--- src/rtl/accum_core_pkg.sv ---
// Package: shared opcode, ALU function and control-word types for the
// accumulator core. Assumes a 4-bit opcode in the top bits of each word.
package accum_core_pkg;

    localparam int OPC_W = 4;

    typedef enum logic [OPC_W-1:0] {
        OP_LOAD  = 4'd0,
        OP_STORE = 4'd1,
        OP_ADD   = 4'd2,
        OP_SUB   = 4'd3,
        OP_JUMP  = 4'd4,
        OP_JPOS  = 4'd5,
        OP_JNZ   = 4'd6,
        OP_STOP  = 4'd7
    } opcode_e;

    typedef enum logic [2:0] {
        FN_ZERO,
        FN_PASS_B,
        FN_INC_B,
        FN_ADD,
        FN_SUB
    } alu_fn_e;

    typedef struct packed {
        logic    addr_from_ir;  // address bus from IR operand, else PC
        logic    b_from_mem;    // ALU B operand from read data, else address
        logic    acc_we;
        logic    pc_we;
        logic    ir_we;
        logic    acc_oe;
        alu_fn_e alu_fn;
        logic    mem_req;
        logic    mem_rnw;
        logic    exec_next;     // value of execute/fetch flag after this cycle
        logic    halt_set;
    } ctrl_t;

endpackage

--- src/rtl/accum_core_alu.sv ---
// ALU shared by execute and fetch steps. Purely combinational.
// Assumes modulo-2^W arithmetic; no carry or overflow is produced.
module accum_core_alu
    import accum_core_pkg::*;
#(
    parameter int W = 16
) (
    input  logic [W-1:0] a_in,
    input  logic [W-1:0] b_in,
    input  alu_fn_e      fn,
    output logic [W-1:0] y
);

    // Select the requested function.
    always_comb begin
        unique case (fn)
            FN_PASS_B: y = b_in;
            FN_INC_B:  y = b_in + W'(1);
            FN_ADD:    y = a_in + b_in;
            FN_SUB:    y = a_in - b_in;
            default:   y = '0;
        endcase
    end

endmodule

--- src/rtl/accum_core_ctrl.sv ---
// Hardwired control: decodes the phase flag, opcode and accumulator tests
// into one control word per cycle. Assumes memory reads complete in the
// requesting cycle. During reset it selects a zero ALU result into the PC.
module accum_core_ctrl
    import accum_core_pkg::*;
(
    input  logic             rst_n,
    input  logic             exec_q,
    input  logic             halted_q,
    input  logic [OPC_W-1:0] opcode,
    input  logic             acc_neg,
    input  logic             acc_zero,
    output ctrl_t            ctl
);

    // Fetch-step control word; take_s picks S instead of the PC as address.
    function automatic ctrl_t fetch_word(input logic take_s);
        ctrl_t f;
        f              = '0;
        f.alu_fn       = FN_INC_B;
        f.mem_rnw      = 1'b1;
        f.mem_req      = 1'b1;
        f.ir_we        = 1'b1;
        f.pc_we        = 1'b1;
        f.exec_next    = 1'b1;
        f.addr_from_ir = take_s;
        return f;
    endfunction

    // Decode the current cycle.
    always_comb begin
        ctl         = '0;
        ctl.alu_fn  = FN_ZERO;
        ctl.mem_rnw = 1'b1;
        if (!rst_n) begin
            ctl.pc_we = 1'b1;
        end else if (halted_q) begin
            ctl.mem_req = 1'b0;
        end else if (!exec_q) begin
            ctl = fetch_word(1'b0);
        end else begin
            unique case (opcode)
                OP_LOAD, OP_ADD, OP_SUB: begin
                    ctl.mem_req      = 1'b1;
                    ctl.addr_from_ir = 1'b1;
                    ctl.b_from_mem   = 1'b1;
                    ctl.acc_we       = 1'b1;
                    ctl.alu_fn       = (opcode == OP_LOAD) ? FN_PASS_B :
                                       (opcode == OP_ADD)  ? FN_ADD : FN_SUB;
                end
                OP_STORE: begin
                    ctl.mem_req      = 1'b1;
                    ctl.mem_rnw      = 1'b0;
                    ctl.addr_from_ir = 1'b1;
                    ctl.acc_oe       = 1'b1;
                end
                OP_JUMP: ctl = fetch_word(1'b1);
                OP_JPOS: ctl = fetch_word(!acc_neg);
                OP_JNZ:  ctl = fetch_word(!acc_zero);
                default: ctl.halt_set = 1'b1;
            endcase
        end
    end

endmodule

--- src/rtl/accum_core.sv ---
// Accumulator processor top: PC, IR, accumulator, phase flag and halt flag,
// with the address and ALU B-operand multiplexers. Assumes a memory with
// combinational read data and a write on the clock edge of a write request.
module accum_core
    import accum_core_pkg::*;
#(
    parameter int ADDR_W = 12
) (
    input  logic                      clk,
    input  logic                      rst_n,
    output logic [ADDR_W-1:0]         mem_addr,
    input  logic [ADDR_W+OPC_W-1:0]   mem_rdata,
    output logic [ADDR_W+OPC_W-1:0]   mem_wdata,
    output logic                      mem_req,
    output logic                      mem_rnw,
    output logic                      halted
);

    localparam int DATA_W = ADDR_W + OPC_W;

    logic [ADDR_W-1:0] pc_q;
    logic [DATA_W-1:0] ir_q;
    logic [DATA_W-1:0] acc_q;
    logic              exec_q;
    logic              halted_q;
    ctrl_t             ctl;
    logic              ir_load;
    logic [DATA_W-1:0] alu_b;
    logic [DATA_W-1:0] alu_y;

    accum_core_ctrl ctrl_i (
        .rst_n   (rst_n),
        .exec_q  (exec_q),
        .halted_q(halted_q),
        .opcode  (ir_q[DATA_W-1 -: OPC_W]),
        .acc_neg (acc_q[DATA_W-1]),
        .acc_zero(acc_q == '0),
        .ctl     (ctl)
    );

    // Address and B-operand multiplexers.
    always_comb begin
        mem_addr = ctl.addr_from_ir ? ir_q[ADDR_W-1:0] : pc_q;
        alu_b    = ctl.b_from_mem ? mem_rdata : {{OPC_W{1'b0}}, mem_addr};
    end

    accum_core_alu #(.W(DATA_W)) alu_i (
        .a_in(acc_q),
        .b_in(alu_b),
        .fn  (ctl.alu_fn),
        .y   (alu_y)
    );

    assign ir_load   = ctl.ir_we;
    assign mem_req   = ctl.mem_req;
    assign mem_rnw   = ctl.mem_rnw;
    assign mem_wdata = ctl.acc_oe ? acc_q : '0;
    assign halted    = halted_q;

    // PC takes the ALU result (zero during reset, address+1 on fetch).
    always_ff @(posedge clk) begin
        if (ctl.pc_we) pc_q <= alu_y[ADDR_W-1:0];
    end

    // Instruction register loads on every fetch.
    always_ff @(posedge clk) begin
        if (!rst_n)       ir_q <= '0;
        else if (ir_load) ir_q <= mem_rdata;
    end

    // Accumulator loads the ALU result on load/add/sub.
    always_ff @(posedge clk) begin
        if (!rst_n)          acc_q <= '0;
        else if (ctl.acc_we) acc_q <= alu_y;
    end

    // Execute/fetch flag advances with each memory access.
    always_ff @(posedge clk) begin
        if (!rst_n)           exec_q <= 1'b0;
        else if (ctl.mem_req) exec_q <= ctl.exec_next;
    end

    // Halt flag is set by stop or undefined opcodes, cleared by reset only.
    always_ff @(posedge clk) begin
        if (!rst_n)            halted_q <= 1'b0;
        else if (ctl.halt_set) halted_q <= 1'b1;
    end

endmodule

--- config.mk ---
export PLATFORM = sky130hd
export DESIGN_NAME = accum_core
export DESIGN_NICKNAME = d
export VERILOG_FILES = /design/src/rtl/accum_core_pkg.sv /design/src/rtl/accum_core_alu.sv /design/src/rtl/accum_core_ctrl.sv /design/src/rtl/accum_core.sv
export SDC_FILE = /design/constraint.sdc
export NUM_CORES = 1
export LEC_CHECK = 0
export CORE_ASPECT_RATIO = 1.1
export CORE_MARGIN = 3
export CORE_UTILIZATION = 61
export DETAILED_ROUTE_END_ITERATION = 10
export GPL_ROUTABILITY_DRIVEN = 0
export GPL_TIMING_DRIVEN = 0
export PLACE_DENSITY_LB_ADDON = 0.15
export SYNTH_ARGS = -nofsm -noshare
export SYNTH_HDL_FRONTEND = slang
export SYNTH_SLANG_ARGS = --single-unit
--- constraint.sdc ---
create_clock -name clk -period 7.7 [get_ports clk]
set_input_delay 0.77 -clock clk [delete_from_list [all_inputs] [get_ports clk]]
set_output_delay 0.77 -clock clk [all_outputs]
set_load 0.02 [all_outputs]
# After elaboration in Yosys (flattened, before gate mapping)
# Index checks and enable logic that the tools add are counted.
# word_totals
in_bits	18
ff_bits	46
output_inout_bits	31
# op_classes
reduce_logical	8
eq_ne	10
mux	22
n_addsub	3
# ops
cell	n
case mux 16 bit (4 select lines)	1
2-to-1 mux 16 bit	2
2-to-1 mux 9 bit	2
adder 16 x 1 -> 16 bit (second input constant)	1
adder 16 bit	1
logical NOT 16 bit	1
subtractor 16 bit	1
2-to-1 mux 13 bit	1
== test 4 x 3 -> 1 bit (second input constant)	3
2-to-1 mux 12 bit	1
2-to-1 mux 3 bit	4
== test 4 x 2 -> 1 bit (second input constant)	2
2-to-1 mux 1 bit	7
OR reduction 7 bit	1
== test 3 x 2 -> 1 bit (second input constant)	2
case mux 3 bit (2 select lines)	1
OR reduction 3 bit	2
OR reduction 5 bit	1
== test 4 x 1 -> 1 bit (second input constant)	1
logical NOT 4 bit	1
2-to-1 mux 2 bit	2
== test 3 x 1 -> 1 bit (second input constant)	1
== test 3 bit (second input constant)	1
case mux 1 bit (3 select lines)	1
logical NOT 1 bit	2

# Depth between registers and ports, before layout
# logic_depth
word_depth	11
mapped_depth	20

# Cells and area by module
# From an unflattened synthesis, not the netlist that was laid out.
# hier_totals
cells_unflattened	478
hier_area_um2	4061.4
# by_module_without_submodules
mod	area_each_um2	cells_per_inst	seq_area_each_um2	n_inst
accum_core	2113.3	173	1041.0	1
accum_core_alu	1786.7	276	0.0	1
accum_core_ctrl	161.4	29	0.0	1

# Worst setup path before layout
# Ideal clock, no wire load.
# synth_timing
path_kind	input port to flip-flop
start	in rst_n
end	reg acc_q[14]
setup_time_ps	126
arrival_time_ps	4500
required_ps	7574
setup_slack_ps	3074
path_buffers	3
path_stages	19
cell_sequence	buf_2 -> nand2b_1 -> a2111oi_4 -> buf_2 -> o2111a_1 -> a221o_1 -> buf_2 -> inv_1 -> ha_1 -> mux2i_1 -> fa_1 -> a21o_1 -> a21oi_1 -> o21bai_1 -> a31o_2 -> a211o_1 -> a41oi_1 -> xor2_1 -> o22ai_1
# synth_via
elab_chain_len	5
word_cells_on_any_way	12
classes_between	3 x add/sub; 4 x eq/ne; 5 x mux
# synth_lines
item	line	source
start: declaration	accum_core.sv:10	input logic rst_n,
2-to-1 mux 3 bit	accum_core_ctrl.sv:35	if (!rst_n) begin
2-to-1 mux 12 bit	accum_core.sv:43	mem_addr = ctl.addr_from_ir ? ir_q[ADDR_W-1:0] : pc_q;
2-to-1 mux 16 bit	accum_core.sv:44	alu_b = ctl.b_from_mem ? mem_rdata : {{OPC_W{1'b0}}, mem_addr};
subtractor 16 bit, or another cell as far along	accum_core_alu.sv:20	FN_SUB: y = a_in - b_in;
case mux 16 bit (4 select lines)	accum_core_alu.sv:16	unique case (fn)
end signal: assignment	accum_core.sv:74	else if (ctl.acc_we) acc_q <= alu_y;
end: declaration	accum_core.sv:23	logic [DATA_W-1:0] acc_q;
# Several ways; a longest one is shown, not always the timed one.
# A chain may end at the register's enable or synchronous reset.

# Worst setup path in the final report
# layout_timing
start	reg acc_q[1]
end	reg acc_q[15]
# layout_via
elab_chain_len	10
word_cells_on_any_way	12
classes_between	3 x add/sub; 7 x mux; 2 x reduce/logical
# layout_lines
item	line	source
logical NOT 16 bit	accum_core.sv:37	.acc_zero(acc_q == '0),
logical NOT 1 bit	accum_core_ctrl.sv:59	OP_JNZ: ctl = fetch_word(!acc_zero);
case mux 1 bit (3 select lines)	accum_core_ctrl.sv:42	unique case (opcode)
2-to-1 mux 13 bit	accum_core_ctrl.sv:39	end else if (!exec_q) begin
2-to-1 mux 9 bit	accum_core_ctrl.sv:37	end else if (halted_q) begin
2-to-1 mux 3 bit	accum_core_ctrl.sv:35	
2-to-1 mux 12 bit	accum_core.sv:43	
2-to-1 mux 16 bit	accum_core.sv:44	
subtractor 16 bit, or another cell as far along	accum_core_alu.sv:20	
case mux 16 bit (4 select lines) (*)	accum_core_alu.sv:16	
# Mark *: on every way between the ends. The rest lies on a longest branch, timed or not.

==> metrics.md <==
| Metric | Value |
|---|---|
| Async SR Flop Fraction | `0%` |
| Outcome | `complete, no violations` |
| P&R area growth vs syn | `17.3%` |
| Power Density | `275 nW/um2` |
| Synthesized netlist cell count | `440` |
| Grt total ovfl | `0` |
| Global-route met2 utilization | `51.0%` |
| Share of layout cells above drive strength 1 | `7.49%` |
| Top-area cell type share of the netlist area | `18.4%` |
| 1st-pass router iterations | `6` |
| CP Capture Type | `flop` |
| Initial core utilization | `63.7%` |
| H-tree levels | `2` |
| Met1 usage | `39.4%` |
| Peak VDD IR | `0.193 mV` |
| Clk sink count | `46` |
| Final core utilization | `74.7%` |
| Boundary Pins | `49` |
| R2r worst-path depth | `18` |
| Cells resized by post-CTS repair | `0` |
| Fin. Hold Viols | `0` |
| Dominant cell type by area after synthesis | `dfxtp_1` |
| Initial antenna violation count | `0` |
| HPWL after DPL | `8070 um` |
| Terminus of the critical flop-to-flop path | `acc_q[15]` |
| GRT Resource Usage Total | `30.4%` |
| First-pass GRT wire length | `16800 um` |
| DRC viols | `0` |
| Core Footprint | `5810 um2` |
| CP startpoint kind | `flop` |
| Die Y | `87.7 um` |
| WHS Path Cells | `1` |
| CTS tree | `built` |
| Worst-Skew Late Latency | `310 ps` |
| Fin crit share | `66.3%` |
| Syn_nets | `476` |
| Clock Path Buffers | `2` |
| Pin count of the biggest net entering global routing | `15` |
| Reg2reg setup slack | `2590 ps` |
| Design Power | `1.19 mW` |
| Final antenna-violating net count | `0` |
| Clock buffer count from CTS | `5` |
| #FFs+latches synth | `46` |
| Iteration-0 DRC Markers | `351` |
| Place WS | `2470 ps` |
| Avg Cell Area, Syn | `8.40 um2` |
| # port buffers | `46` |
| Root Driver | `clkbuf_8` |
| Setup TNS | `0 ps` |
| Slew margin rel. | `30.8%` |
| P_leak | `1.70 nW` |
| Hold buffers post-CTS | `0` |
| CP arrival | `5360 ps` |
| Hold Crit Class | `flop to flop` |
| Worst clock skew | `9.74 ps` |
| Rows | `29` |
| DRT Wirelength | `10700 um` |
| CTS clk-pin slew, worst paths | `100 ps` |
| Slew @ Worst Pin | `1040 ps` |
| Nets | `529` |
| Final slew viol count | `0` |
| Grt peak-use layer | `met2` |
| Via count | `3734` |
| Sequential share of the synthesized area | `28.2%` |
| Hold path start | `ir_q[6]` |
| Yosys warning total | `0` |
| Worst-path fanout max | `10` |
| Post-CTS setup buffer count | `0` |
| Vias per cell | `6.54` |
| Achievable Freq | `196 MHz` |
| Critical path class | `flop to flop` |
| Worst setup margin | `2590 ps` |
| Vias in the first global route | `3452` |
| Final setup viols | `0` |
| Worst r2r src | `acc_q[1]` |
| Ant. Diodes | `0` |
| Met3 Use GR | `4.32%` |
| Hold endpoint | `ir_q[6]` |
| Min cycle time layout | `5110 ps` |
| Die width | `80.2 um` |
| Distinct cell type count after synthesis | `65` |
| Post-Syn Area | `3700 um2` |
| Top FF cell, synth | `dfxtp_1` |
| Max Cap Viol | `0` |
| Unrepaired setup endpoints after global routing | `no` |
| EDFF count, synth | `12` |
| Wire per inst | `18.7 um` |
| Total die area | `7030 um2` |
| Synth area leaders | `dfxtp_1 (18%), edfxtp_1 (9.7%), nand2_1 (5.8%), ha_1 (5.8%), xnor2_1 (5.7%)` |
| WP data required | `7950 ps` |
registers in the layout (all words and copies together), names as in the netlist:
name,count
acc_q,16
exec_q,1
halted,1
ir_q,16
pc_q,12
cells by family after synthesis:
| kind of cell | count (synthesis) | synth area share, % |
|---|---|---|
| AOI/OAI and AO/OA | 139 | 29.4 |
| xor gates and xnor gates | 31 | 7.34 |
| adders and majority gates | 18 | 6.29 |
| buffers and inverters | 43 | 5.35 |
| DFF | 46 | 28.2 |
| muxes | 3 | 0.846 |
| and+or+nand+nor | 160 | 22.6 |
synthesized netlist by cell type, types with 4 or more instances:
library cell,instances
xor2_1,7
ha_1,17
inv_1,15
nand2_1,57
o2111a_1,10
o21ai_0,16
a22o_1,17
nor2b_1,4
nand2b_1,5
nor4_1,4
nor2_1,24
a22oi_1,12
a211oi_1,5
nand3_1,11
clkbuf_1,15
o21a_1,5
nor3_1,11
a21oi_1,15
a221o_1,10
and3_1,5
a21o_1,5
edfxtp_1,12
o211ai_1,4
dfxtp_1,34
buf_2,8
a21boi_0,13
o21ai_1,6
and2_1,17
xnor2_1,24
worst max-delay path, cell delays in order (launching register included):
cell and delay, ps:
dfxtp_1 380, nor4_1 680, o211ai_2 250, buf_2 260
o2111a_1 240, a221o_1 280, buf_2 180, inv_1 90
ha_1 250, mux2i_1 270, ha_1 290, nor2b_1 140
o31a_1 300, o2111ai_1 320, a31o_2 260, o21a_1 160
o211ai_1 160, a2111o_1 430, nand3_1 80
worst max path at each step:
| stage | start | endpoint |
|---|---|---|
| CTS | acc_q[1] | acc_q[15] |
| floorplan | rst_n | acc_q[14] |
| finish | acc_q[1] | acc_q[15] |
| detailed placement | rst_n | acc_q[15] |
| global route | rst_n | acc_q[15] |
| global placement | rst_n | pc_q[10] |
final cells by class:
type | instances | area [um2]
multi-input cells | 351 | 2460
clock buffers | 6 | 72.6
plain buffers | 28 | 141
flip-flops and latches | 46 | 1040
well taps | 77 | 96.3
clock inverters | 2 | 10.0
fillers | 451 | 1470
inverters | 15 | 56.3
repair buffers | 46 | 460
power breakdown:
group	switching, mW	internal, mW	leakage [nW]
logic	0.416	0.298	1.24
clock network	0.0904	0.0633	0.0450
registers	0.0321	0.294	0.414
metal layers:
layer  routed length [um]  part of all wire, %
met1                 4470                   42
met2                 5100                   48
met3                  849                  7.9
met4                  272                  2.5
met5                    0                    0
metrics by stage:
stage               cell area (um2)  hold slack (ps)  std cells
floorplan                      3700              439        440
global placement               4250              460        563
detailed placement             4250              485        563
CTS                            4340              505        571
global route                   4340              517        571
finish                         4340              507        571
cell usage in the layout (no fill, tap or decap), drive strengths merged, types with 17 or more instances in the layout:
| master | synthesis | final |
|---|---|---|
| xnor2 | 24 | 24 |
| a22o | 17 | 17 |
| nand2 | 57 | 57 |
| o21ai | 23 | 23 |
| dfxtp | 34 | 34 |
| ha | 17 | 17 |
| clkbuf | 15 | 21 |
| clkdlybuf4s50 | 0 | 46 |
| and2 | 17 | 17 |
| nor2 | 24 | 24 |
Note: power is estimated with default switching activity, not from simulation.
